<file path="src/rtl/fgadc_pkg.sv">
package fgadc_pkg;

  typedef enum logic {
    PH_IDLE = 1'b0,
    PH_GATE = 1'b1
  } phase_e;

  // Counts produced at zero scale (5 % of the clock rate) over 2^log2 cycles.
  function automatic int unsigned zero_scale_counts(input int unsigned log2);
    return ((32'd1 << log2) * 32'd5) / 32'd100;
  endfunction

endpackage

</file>
<file path="src/rtl/fgadc_pulse_sync.sv">
module fgadc_pulse_sync #(
  parameter int STAGES = 2
) (
  input  logic clk_i,
  input  logic rst_ni,
  input  logic async_i,
  output logic rise_o
);

  logic [STAGES-1:0] sync_q;
  logic [STAGES-1:0] sync_d;
  logic              prev_q;
  logic              prev_d;

  always_comb begin
    sync_d = {sync_q[STAGES-2:0], async_i};
    prev_d = sync_q[STAGES-1];
  end

  always_ff @(posedge clk_i or negedge rst_ni) begin
    if (!rst_ni) begin
      sync_q <= '0;
      prev_q <= 1'b0;
    end else begin
      sync_q <= sync_d;
      prev_q <= prev_d;
    end
  end

  assign rise_o = sync_q[STAGES-1] & ~prev_q;

  AST_RISE_ISOLATED: assert property (@(posedge clk_i) disable iff (!rst_ni)
    rise_o |=> !rise_o);

endmodule

</file>
<file path="src/rtl/fgadc_gate_timer.sv">
module fgadc_gate_timer #(
  parameter int GATE_LOG2 = 12
) (
  input  logic clk_i,
  input  logic rst_ni,
  input  logic start_i,
  output logic open_o,
  output logic gate_o,
  output logic last_o
);
  import fgadc_pkg::*;

  localparam logic [GATE_LOG2-1:0] DIV_LAST = '1;

  phase_e               phase_q, phase_d;
  logic [GATE_LOG2-1:0] div_q, div_d;
  logic                 div_en;

  assign open_o = (phase_q == PH_IDLE) && start_i;
  assign gate_o = (phase_q == PH_GATE);
  assign last_o = gate_o && (div_q == DIV_LAST);

  always_comb begin
    phase_d = phase_q;
    div_d   = div_q;
    div_en  = 1'b0;
    if (open_o) begin
      phase_d = PH_GATE;
      div_d   = '0;
      div_en  = 1'b1;
    end else if (gate_o) begin
      div_d  = div_q + GATE_LOG2'(1);
      div_en = 1'b1;
      if (last_o) phase_d = PH_IDLE;
    end
  end

  always_ff @(posedge clk_i or negedge rst_ni) begin
    if (!rst_ni) phase_q <= PH_IDLE;
    else         phase_q <= phase_d;
  end

  always_ff @(posedge clk_i or negedge rst_ni) begin
    if (!rst_ni)     div_q <= '0;
    else if (div_en) div_q <= div_d;
  end

  AST_GATE_CLOSES: assert property (@(posedge clk_i) disable iff (!rst_ni)
    last_o |=> !gate_o);
  AST_START_NO_RESTART: assert property (@(posedge clk_i) disable iff (!rst_ni)
    (gate_o && !last_o && start_i) |=> (gate_o && div_q == $past(div_q) + GATE_LOG2'(1)));

endmodule

</file>
<file path="src/rtl/fgadc_edge_counter.sv">
module fgadc_edge_counter #(
  parameter int CNT_W = 13
) (
  input  logic             clk_i,
  input  logic             rst_ni,
  input  logic             clear_i,
  input  logic             count_en_i,
  input  logic             rise_i,
  output logic [CNT_W-1:0] total_o
);

  logic [CNT_W-1:0] cnt_q, cnt_d;
  logic             cnt_en;

  // Count including an edge seen in the current cycle.
  assign total_o = cnt_q + CNT_W'(count_en_i & rise_i);

  always_comb begin
    cnt_en = clear_i | (count_en_i & rise_i);
    cnt_d  = clear_i ? '0 : total_o;
  end

  always_ff @(posedge clk_i or negedge rst_ni) begin
    if (!rst_ni)     cnt_q <= '0;
    else if (cnt_en) cnt_q <= cnt_d;
  end

  AST_CLEAR_ON_OPEN: assert property (@(posedge clk_i) disable iff (!rst_ni)
    clear_i |=> (cnt_q == '0));

endmodule

</file>
<file path="src/rtl/freq_gate_adc.sv">
module freq_gate_adc #(
  parameter int GATE_LOG2 = 12,
  parameter int SYNC_STAGES = 2
) (
  input  logic                 clk_i,
  input  logic                 rst_ni,
  input  logic                 start_i,
  input  logic                 pulse_i,
  output logic [GATE_LOG2:0]   raw_count_o,
  output logic [GATE_LOG2:0]   code_o,
  output logic                 done_o
);
  import fgadc_pkg::*;

  localparam int CNT_W = GATE_LOG2 + 1;
  localparam logic [CNT_W-1:0] ZERO_OFS = CNT_W'(zero_scale_counts(GATE_LOG2));

  logic             rise;
  logic             gate_open, gate_on, gate_last;
  logic [CNT_W-1:0] total;
  logic [CNT_W-1:0] raw_q, raw_d;
  logic             raw_en;
  logic             done_q, done_d;

  fgadc_pulse_sync #(.STAGES(SYNC_STAGES)) u_sync (
    .clk_i   (clk_i),
    .rst_ni  (rst_ni),
    .async_i (pulse_i),
    .rise_o  (rise)
  );

  fgadc_gate_timer #(.GATE_LOG2(GATE_LOG2)) u_timer (
    .clk_i   (clk_i),
    .rst_ni  (rst_ni),
    .start_i (start_i),
    .open_o  (gate_open),
    .gate_o  (gate_on),
    .last_o  (gate_last)
  );

  fgadc_edge_counter #(.CNT_W(CNT_W)) u_count (
    .clk_i      (clk_i),
    .rst_ni     (rst_ni),
    .clear_i    (gate_open),
    .count_en_i (gate_on),
    .rise_i     (rise),
    .total_o    (total)
  );

  always_comb begin
    raw_en = gate_last;
    raw_d  = total;
    done_d = gate_last;
  end

  always_ff @(posedge clk_i or negedge rst_ni) begin
    if (!rst_ni)     raw_q <= '0;
    else if (raw_en) raw_q <= raw_d;
  end

  always_ff @(posedge clk_i or negedge rst_ni) begin
    if (!rst_ni) done_q <= 1'b0;
    else         done_q <= done_d;
  end

  assign raw_count_o = raw_q;
  assign done_o      = done_q;
  assign code_o      = (raw_q > ZERO_OFS) ? (raw_q - ZERO_OFS) : '0;

  AST_DONE_SINGLE: assert property (@(posedge clk_i) disable iff (!rst_ni)
    done_o |=> !done_o);
  AST_RESULT_HELD: assert property (@(posedge clk_i) disable iff (!rst_ni)
    !done_o |-> $stable(raw_count_o));
  AST_CODE_FLOOR: assert property (@(posedge clk_i) disable iff (!rst_ni)
    code_o <= raw_count_o);

endmodule

</file>
<file path="config.mk">
export PLATFORM = sky130hd
export DESIGN_NAME = freq_gate_adc
export DESIGN_NICKNAME = d
export VERILOG_FILES = /design/src/rtl/fgadc_pkg.sv /design/src/rtl/fgadc_pulse_sync.sv /design/src/rtl/fgadc_gate_timer.sv /design/src/rtl/fgadc_edge_counter.sv /design/src/rtl/freq_gate_adc.sv
export SDC_FILE = /design/constraint.sdc
export NUM_CORES = 1
export LEC_CHECK = 0
export ABC_AREA = 1
export BUFFER_PORTS_ARGS = -buffer_cell sky130_fd_sc_hd__buf_2
export CORE_MARGIN = 5
export CORE_UTILIZATION = 30
export DETAILED_ROUTE_END_ITERATION = 16
export GPL_ROUTABILITY_DRIVEN = 0
export GPL_TIMING_DRIVEN = 0
export PLACE_DENSITY = 0.57
export RECOVER_POWER = 100
export SYNTH_ARGS = -nofsm -noshare
export SYNTH_HDL_FRONTEND = slang
export SYNTH_SLANG_ARGS = --single-unit
</file>
<file path="constraint.sdc">
create_clock -name clk_i -period 2.53 [get_ports clk_i]
set_input_delay 0 -clock clk_i [delete_from_list [all_inputs] [get_ports clk_i]]
set_output_delay 0 -clock clk_i [all_outputs]
set_load 0.02 [all_outputs]
</file>
==> qor.log <==
qor: sta.finalSetupViolations 0
qor: floorplanning.floorplan.io_pins 31
qor: pwr.lkg_pwr 1.319 nW
qor: sta.relSlewSlack 28.31%
qor: cells_and_area.combined_area_of_the_multi_input_logic_cells 1137 sq um
qor: cells_and_area.filler_cell_count 868
qor: drt.ant_nets 0
qor: pwr.fin_total_pwr 1.708 mW
qor: setup_path.end_kind register
qor: hold_path.hold_path_class input port to register
qor: setup_path.critPathLaunchType register
qor: sta.report.final.slew_viol_count 0
qor: pwr.clock_power_share 23.1%
qor: hold_path.hold_depth 3
qor: floorplanning.core 7767 sq um
qor: synth.synth.net_count 331
qor: pwr.combPwrFrac 21.2%
qor: floorplanning.die-area 9878 sq um
qor: sta.worst_pin_slew 1.075 ns
qor: sta.timing.final.crit_share 84.82%
qor: drt.top_layer met4
qor: cells_and_area.diodes 0
qor: cells_and_area.layout-drive-gt1-share 6.648%
qor: global_routing.pin_count_of_the_biggest_net_entering_global_routing 44
qor: sta.maxClockFrequency 466.0 MHz
qor: cells_and_area.register_cell_area_after_layout 1076 sq um
qor: pwr.power.net_switching 570.4 uW
qor: synth.synth_sequential_area_ratio 44.89%
qor: drt.vias_per_instance 4.542
qor: global_routing.grt_first_pass_wirelength 9.321 mm
qor: floorplanning.dieWidth 99.39 um
qor: global_routing.grt_antenna_before_repair 0
qor: drt.overall_via_count_from_detail_route 2,103
qor: drt.routed-wl-met2 2.250 mm
qor: sta.period_minus_slack 2.146 ns
qor: place.hpwl 3.880 mm
qor: setup_path.arrival 2.30 ns
qor: setup_path.cp_data_required_time 2.68 ns
qor: status.violations negative hold slack
qor: drt.postRouteWirelength 5.163 mm
qor: drt.firstDrtPassIters 4
qor: sta.rsz0062_at_grt no
qor: cts.tritoncts.num_buffers 5
qor: synth.biggest_area_consumer_among_synthesized_cells sky130_fd_sc_hd__dfrtp_1
qor: synth.yosysWarningCount 0
qor: cells_and_area.final_cell_mix sky130_fd_sc_hd__nand2_1 (121), sky130_fd_sc_hd__dfrtp_1 (43), sky130_fd_sc_hd__nor2_1 (38)
qor: global_routing.via_count_of_the_first_global_routing_pass 2,094
qor: cells_and_area.layout_commonest_cell sky130_fd_sc_hd__nand2_1
qor: drt.post-route-drc-count 0
qor: pwr.swShare 33.39%
qor: global_routing.overflow 0
qor: global_routing.global_route.usage.total 11.39%
qor: cts.clock_tree_from_tritoncts done
qor: setup_path.cp_max_fo 10
qor: drt.wl_met1 2.476 mm
qor: run.max_cap_viol_count 0
qor: sta.totalNegativeSetupSlack 0 ns
qor: synth.synth_top_area_share 44.89%
qor: synth.yosys_register_bits 43
qor: sta.clock_skew 0.006173 ns
qor: cells_and_area.finalNetCount 370
qor: floorplanning.dieHeight 99.39 um
qor: pwr.power_density 635.1 nW/um^2
qor: cts.clkTransAtPathRegs 0.07 ns
qor: cts.clk_latency 0.29 ns
qor: pwr.power_frac_seq 55.6%
qor: pwr.vdd_drop_max 325.2 uV
qor: status.outcome finished with violations
qor: drt.initialDrtViolationCount 92
qor: place.placement.io_buffers 30
qor: synth.syn_avg_cell_area 7.422 sq um
qor: sta.hold_violations 1
qor: drt.post_drt_wl_per_cell 11.15 um
qor: synth.syn_inst 323
qor: synth.synth_cell_types 27
qor: cells_and_area.flow.area_growth_from_synthesis 12.21%
qor: cts.cts-htree-levels 2
qor: cts.cts.sinks 43
qor: pwr.cell_internal_pwr 1.138 mW
qor: setup_path.rr_worst_depth 12
qor: floorplanning.initial_utilization 30.86%
qor: sta.minimum_hold_slack -0.008131 ns
qor: floorplanning.placementRows 32
qor: cts.cts_root_buf sky130_fd_sc_hd__clkbuf_8
qor: setup_path.timing_worst_setup_path_type register to register
qor: synth.syn-cell-area 2397 sq um
qor: drt.routed-wl-met3 334 um
qor: cts.cts_buffer_depth 2
qor: synth.synth_area_leaders sky130_fd_sc_hd__dfrtp_1 (45%), sky130_fd_sc_hd__nand2_1 (19%), sky130_fd_sc_hd__nor2_1 (5.9%)
## metal layers
layer,track usage [%],vias up
met4,4.412,0
met3,2.384,10
li1,-,1095
met5,0,-
met1,14.60,953
met2,18.80,45
## cell usage after synthesis (all sizes together)
cell      n
nand4     4
buf       5
ha        4
a22o      1
nor2     42
nand2   125
o22ai     1
o21ai    15
a21oi     6
nand3b    4
inv      31
nor3b     1
and2      1
dfrtp    43
a22oi     1
xor2      5
nor3      3
nand3    29
xnor2     2
## cell families after synthesis
family | synth area share [%]
compound gates | 5.637
xor+xnor | 2.557
fa+ha+maj | 2.088
simple gates | 38.10
buf+inv | 6.733
flops | 44.89
## sequential cells by signal (all words and copies together), names as in the netlist
register / count
raw_count_o: 13
u_sync.sync_q: 2
u_sync.prev_q: 1
u_timer.gate_o: 1
u_timer.div_q: 12
done_o: 1
u_count.cnt_q: 13
## area by class of cell
type	instances	area share [%]
buffer	5	0.8372
timing repair buffer	32	5.116
tap	102	4.744
inverter	31	4.326
sequential	43	40.00
clock buffer	6	2.698
multi-input combinational	244	42.28
## critical path: stages (launching register included)
cell                      delay [ns]
sky130_fd_sc_hd__dfrtp_1        0.45
sky130_fd_sc_hd__nand2_1        0.10
sky130_fd_sc_hd__nor2_2         0.18
sky130_fd_sc_hd__buf_4          0.22
sky130_fd_sc_hd__ha_1           0.20
sky130_fd_sc_hd__ha_1           0.22
sky130_fd_sc_hd__nand2_1        0.08
sky130_fd_sc_hd__nor2_2         0.22
sky130_fd_sc_hd__nand2_1        0.08
sky130_fd_sc_hd__nand2_1        0.07
sky130_fd_sc_hd__nand2_1        0.06
sky130_fd_sc_hd__nand2_1        0.06
sky130_fd_sc_hd__o21ai_0        0.07
## repair_timing
action / in CTS / in global routing
hold endpoints to repair: 44 / 0
hold buffers: 2 / 0
resized for setup: 0 / 2
setup buffers: 0 / 0
endpoints found under the setup margin: 0 / 6
## through the flow
stage	instance area (sq um)	instances	hold slack [ns]	setup slack [ns]	util, %
2_1_floorplan	2397	323	-0.2956	0.5221	-
3_3_place_gp	2675	455	0.1093	0.1381	34.44
3_5_place_dp	2675	455	0.1126	0.1173	34.44
4_1_cts	2768	463	0.01749	0.1040	35.63
5_1_grt	2690	463	0.002495	0.1249	34.63
6_report	2690	463	-0.008131	0.3839	34.63
## final timing paths
check / slack, ns / startpoint / to
worst min register to register: 0.36 / u_sync.sync_q[0] / u_sync.sync_q[1]
max in group asynchronous: 1.43 / rst_ni / u_count.cnt_q[12]
min in group asynchronous: 0.43 / rst_ni / u_timer.div_q[8]
worst min-delay path: -0.008 / start_i / u_timer.gate_o
worst max register to register: 0.38 / u_timer.gate_o / raw_count_o[8]
worst max-delay path: 0.38 / u_timer.gate_o / raw_count_o[8]
## power groups by stage
| stage | Clock (mW) | Combinational [mW] | Sequential, mW |
|---|---|---|---|
| 6_report | 0.395 | 0.363 | 0.950 |
| 3_5_place_dp | 0 | 0.372 | 0.958 |
| 4_1_cts | 0.419 | 0.373 | 0.949 |
| 3_3_place_gp | 0 | 0.362 | 0.958 |
| 5_1_grt | 0.451 | 0.427 | 0.975 |
| 2_1_floorplan | 0 | 0.293 | 0.928 |
Power figures use the tool's default switching activity.
